[src/rtl/evc_pkg.sv]
// Shared types for the edge-driven event counter.
package evc_pkg;

    // Valid-transition select; the code values are fixed by the port contract.
    typedef enum logic [1:0] {
        EDGE_NONE = 2'b00,
        EDGE_RISE = 2'b01,
        EDGE_FALL = 2'b10,
        EDGE_BOTH = 2'b11
    } edge_sel_e;

endpackage

[src/rtl/evc_sync.sv]
// Multi-flop synchronizer for one asynchronous level.
// Assumes: the input is a slow level. Pulses shorter than a clock cycle may be lost.
module evc_sync #(
    parameter int STAGES = 2
) (
    input  logic clk,
    input  logic rst_n,
    input  logic d,
    output logic q
);
    logic [STAGES-1:0] sr;

    // Shift the asynchronous level through the flop chain.
    always_ff @(posedge clk) begin
        if (!rst_n) sr <= '0;
        else        sr <= {sr[STAGES-2:0], d};
    end

    assign q = sr[STAGES-1];
endmodule

[src/rtl/evc_edge_detect.sv]
// Turns a synchronized level into a one-cycle step pulse, following the
// selected transition type.
// Assumes: lvl is already synchronous to clk.
module evc_edge_detect
    import evc_pkg::*;
(
    input  logic      clk,
    input  logic      rst_n,
    input  logic      lvl,
    input  edge_sel_e sel,
    output logic      step
);
    logic prev_q;
    logic rise, fall;

    // Hold the previous sample of the level for the comparison.
    always_ff @(posedge clk) begin
        if (!rst_n) prev_q <= 1'b0;
        else        prev_q <= lvl;
    end

    assign rise = lvl & ~prev_q;
    assign fall = ~lvl & prev_q;

    // Qualify the raw transitions with the select code.
    always_comb begin
        unique case (sel)
            EDGE_RISE: step = rise;
            EDGE_FALL: step = fall;
            EDGE_BOTH: step = rise | fall;
            default:   step = 1'b0;
        endcase
    end
endmodule

[src/rtl/evc_count_core.sv]
// Counter, compare buffer and match logic.
// A rising en starts a run: the counter is preset to all-ones and cmp_val is
// captured into the buffer. Each step advances the count; reaching the buffer
// value raises irq for one cycle, and the next step clears the count to zero.
// Assumes: a step in the start cycle is dropped.
module evc_count_core #(
    parameter int W = 16
) (
    input  logic         clk,
    input  logic         rst_n,
    input  logic         en,
    input  logic         step,
    input  logic [W-1:0] cmp_val,
    output logic [W-1:0] count_q,
    output logic         irq_q
);
    localparam logic [W-1:0] ALL1 = '1;
    localparam logic [W-1:0] ONE  = W'(1);

    logic [W-1:0] buf_q;
    logic         en_q;
    logic         start;
    logic [W-1:0] nxt;
    logic         hit;

    assign start = en & ~en_q;

    // Next count: clear after a match, otherwise add one (all-ones wraps to zero).
    always_comb begin
        nxt = (count_q == buf_q) ? '0 : count_q + ONE;
        hit = (nxt == buf_q);
    end

    // Run control, buffer capture, counting and the interrupt pulse.
    always_ff @(posedge clk) begin
        if (!rst_n) begin
            en_q    <= 1'b0;
            count_q <= ALL1;
            buf_q   <= '0;
            irq_q   <= 1'b0;
        end else begin
            en_q  <= en;
            irq_q <= 1'b0;
            if (!en) begin
                count_q <= ALL1;
            end else if (start) begin
                count_q <= ALL1;
                buf_q   <= cmp_val;
            end else if (step) begin
                count_q <= nxt;
                irq_q   <= hit;
            end
        end
    end

    assert_start_load_R2: assert property (@(posedge clk) disable iff (!rst_n)
        start |=> (count_q == ALL1) && (buf_q == $past(cmp_val)));
    assert_hold_no_step_R3: assert property (@(posedge clk) disable iff (!rst_n)
        (en && !start && !step) |=> $stable(count_q));
    assert_buf_frozen_R5: assert property (@(posedge clk) disable iff (!rst_n)
        (en && !start) |=> $stable(buf_q));
    assert_wrap_zero_R6: assert property (@(posedge clk) disable iff (!rst_n)
        (en && !start && step && (count_q == buf_q)) |=> (count_q == '0));
    assert_irq_at_cmp_R7: assert property (@(posedge clk) disable iff (!rst_n)
        irq_q |-> (count_q == buf_q));
    assert_off_hold_R9: assert property (@(posedge clk) disable iff (!rst_n)
        !en |=> (count_q == ALL1) && !irq_q);
endmodule

[src/rtl/evc_event_counter.sv]
// Top level: the compare register, the event synchronizer, the edge qualifier
// and the counting core.
// Assumes: event transitions are spaced at least three clock cycles apart.
module evc_event_counter
    import evc_pkg::*;
#(
    parameter int CNT_W       = 16,
    parameter int SYNC_STAGES = 2
) (
    input  logic             clk,
    input  logic             rst_n,
    input  logic             evt_in,
    input  logic [1:0]       edge_sel,
    input  logic             cnt_en,
    input  logic             cmp_wr,
    input  logic [CNT_W-1:0] cmp_wdata,
    output logic [CNT_W-1:0] count,
    output logic             irq
);
    logic [CNT_W-1:0] cmp_reg;
    logic             evt_sync;
    logic             evt_step;

    // Software-visible compare value; it reaches the core only at a start.
    always_ff @(posedge clk) begin
        if (!rst_n)      cmp_reg <= '0;
        else if (cmp_wr) cmp_reg <= cmp_wdata;
    end

    evc_sync #(.STAGES(SYNC_STAGES)) u_sync (
        .clk   (clk),
        .rst_n (rst_n),
        .d     (evt_in),
        .q     (evt_sync)
    );

    evc_edge_detect u_edge (
        .clk   (clk),
        .rst_n (rst_n),
        .lvl   (evt_sync),
        .sel   (edge_sel_e'(edge_sel)),
        .step  (evt_step)
    );

    evc_count_core #(.W(CNT_W)) u_core (
        .clk     (clk),
        .rst_n   (rst_n),
        .en      (cnt_en),
        .step    (evt_step),
        .cmp_val (cmp_reg),
        .count_q (count),
        .irq_q   (irq)
    );

    assert_none_sel_R4: assert property (@(posedge clk) disable iff (!rst_n)
        (edge_sel == 2'b00) |-> !evt_step);
endmodule

[config.mk]
export PLATFORM = sky130hd
export DESIGN_NAME = evc_event_counter
export DESIGN_NICKNAME = d
export VERILOG_FILES = /design/src/rtl/evc_pkg.sv /design/src/rtl/evc_sync.sv /design/src/rtl/evc_edge_detect.sv /design/src/rtl/evc_count_core.sv /design/src/rtl/evc_event_counter.sv
export SDC_FILE = /design/constraint.sdc
export NUM_CORES = 1
export LEC_CHECK = 0
export CAP_MARGIN = 20
export CORE_ASPECT_RATIO = 1.2
export CORE_MARGIN = 3
export CORE_UTILIZATION = 44
export DETAILED_ROUTE_END_ITERATION = 10
export DONT_BUFFER_PORTS = 1
export PLACE_DENSITY = 0.57
export SETUP_SLACK_MARGIN = 0.4
export SYNTH_ARGS = -nofsm -noshare
export SYNTH_HDL_FRONTEND = slang
export SYNTH_SLANG_ARGS = --single-unit
[constraint.sdc]
create_clock -name clk -period 5.6 [get_ports clk]
set_input_delay 1.4 -clock clk [delete_from_list [all_inputs] [get_ports clk]]
set_output_delay 1.4 -clock clk [all_outputs]
set_load 0.005 [all_outputs]
==> metrics.yaml <==
insertion_delay_ps: 320
p_per_area_nw_per_um2: 232
grt_use_met3_pct: 2.72
numCtsBuffers: 5
grt_pass1_wl_um: 11500
layout-drive-gt1-share_pct: 7.88
grt_usage_pct: 19.3
root_buffer: "clkbuf_8"
ant_nets: 0
start_kind: "flop"
grt.met1_usage_pct: 25.4
post-route-cell-area_sq_um: 3070
die_y_um: 96.3
rsz0062_at_grt: "false"
routabilityCongestion: 0.985
io_pins: 40
grt_use_met2_pct: 30.7
fin_skew_ps: 4.67
fmax_ghz: 0.353
area_delta_synth_final_pct: 2.68
drtPass1Iterations: 4
critPathMaxFanout: 9
drv_slew: 0
coreArea_sq_um: 6530
yosysSeqAreaShare_pct: 35.5
p_total_uw: 713
cp-end-kind: "flop"
grt_pass1_vias: 2166
viasPerCell: 5.73
start_util_pct: 45.8
yosys_register_bits: 53
ctsHoldBuffers: 0
grt_max_degree: 38
synth_flop_cell: "dfxtp_1"
clkTransAtPathRegs_ps: 100
route.final.wire_length_um: 6980
antenna_cells: 0
status: "completed"
synth_cell_types: 55
r2r_setup_slack_ps: 2770
setup_viol: 0
yosys_warnings: 0
dr.first_iter.drc_count: 258
via_count: 2380
slew_headroom_pct: 31.9
final.setup.worst_slack_ps: 2770
drc: 0
synth_edf_count: 0
nets: 355
arrival_ps: 3100
htree_levels: 2
clkSinkCount: 53
synthCells: 345
synth_fp_nets: 371
drv_cap: 0
dieArea_sq_um: 7820
cts_tree: "yes"
grt_antenna_before_repair: 0
rows: 32
fin_tns_setup_ps: 0
routedWlPerCell_um: 16.8
critPathKind: "flop to flop"
worst_slew_pin_slew_ps: 1020
peakVddDrop_v: 0.000146
grt_overflow: 0
placed_cell_area_sq_um: 2970
period_needed_ps: 2830
top_usage_layer: "met2"
clockBufferDepth: 2
cts_resized: 0
synthArstFlopShare_pct: 0
hpwlAfterDp_um: 5060
fin_util_pct: 47.0
hold_path.class: "flop to flop"
power.leakage_nw: 1.21
fin_crit_sh_pct: 50.6
portBuffers: 0
finalHoldViolCount: 0
dieWidth_um: 81.2
worstPathRequired_ps: 5870
dpl_worst_slack_ps: 2700
postCtsSetupBuffers: 0
syn_area_per_cell_sq_um: 8.66
syn_area_sq_um: 2990
[area by class of cell]
class                           instances  area, sq um
Timing Repair Buffer                    2         15.0
Clock inverter                          2         17.5
Sequential cell                        53         1060
Clock buffer                            6         82.6
Inverter                                9         33.8
Fill cell                             653         3460
Multi-Input combinational cell        258         1750
Tap cell                               85          106
[stage by stage]
step,hold WS (ps),std cells
after floorplan,412,345
after global placement,416,407
after detailed placement,419,407
after CTS,444,415
after global routing,473,415
final,441,415
[synthesized netlist by cell type (all sizes together), types with 2 or more instances]
library cell  count  share of area, %
inv               9               1.1
and3              5               1.2
a21o              3              0.84
a31oi             3              0.63
a21boi           16               4.0
xnor2            14               4.1
or4               2              0.63
ha                3               1.3
nor3b             2              0.50
o311ai            5               1.5
nand4b            2              0.59
a221o             4               1.3
clkbuf           19               3.4
nor3              9               1.7
nand3            13               2.8
xor2             18               5.3
dfxtp            53                36
o21a              2              0.50
o21ai            17               2.8
buf               6               1.3
nor2b            18               3.8
a21oi             8               1.3
o22a              2              0.63
and2              4              0.84
o31ai             2              0.50
o211a             4               1.3
nand4             4               1.3
mux2i            17               5.7
nor4              9               2.4
nor2             10               1.3
nand3b            2              0.50
nand2            51               6.5
[report_power, final]
group	total (mW)	internal, mW	switching (mW)
clock	0.240	0.103	0.137
sequential	0.400	0.389	0.0111
combinational	0.0728	0.0358	0.0369
total	0.713	0.528	0.185
[layout by cell type, fill, tap and decap left out, types with 3 or more instances in the layout]
| master | instances |
|---|---|
| a21boi_0 | 16 |
| a21oi_1 | 8 |
| a221o_1 | 4 |
| a31oi_1 | 3 |
| and2_1 | 4 |
| and3_2 | 3 |
| clkbuf_8 | 6 |
| dfxtp_1 | 53 |
| ha_1 | 3 |
| inv_1 | 9 |
| mux2i_1 | 17 |
| nand2_1 | 50 |
| nand3_1 | 11 |
| nand4_1 | 3 |
| nor2_1 | 10 |
| nor2b_1 | 18 |
| nor3_1 | 8 |
| nor4_1 | 8 |
| o211a_1 | 4 |
| o21ai_0 | 17 |
| o311ai_0 | 5 |
| xnor2_1 | 14 |
| xor2_1 | 18 |
[cells by family after synthesis]
family                   count (synthesis)  synth area share, %
XOR/XNOR                                32                 9.38
buffers and inverters                   34                 5.86
adder cells (fa/ha/maj)                  3                 1.26
flip-flops                              53                 35.5
multiplexers                            18                 6.07
AND/OR/NAND/NOR                        134                 24.7
AO/OA/AOI/OAI                           71                 17.2
[worst paths after layout]
kind | start | end | cells past startpoint
worst max-delay path | u_core.count_q[0] | u_core.irq_q | 8
worst min register to register | u_sync.sr[0] | u_sync.sr[1] | 1
worst max register to register | u_core.count_q[0] | u_core.irq_q | 8
worst min-delay path | u_sync.sr[0] | u_sync.sr[1] | 1
[worst max-delay path, stage by stage, from the launching register on]
cell and delay (ps):
dfxtp_1 520, ha_1 350, nand3_4 160, nor4_4 480
nand3_2 140, xor2_1 180, or4_4 490, a221oi_2 270
o2111a_1 200
[metal layers]
metal	wire length (um)	up-vias	share of wire, %
met1	3140	1105	45
met2	3340	79	48
met4	174	0	2.5
met5	0	-	0
li1	-	1183	-
met3	327	13	4.7
No activity file was read; power rests on OpenSTA's default activity.
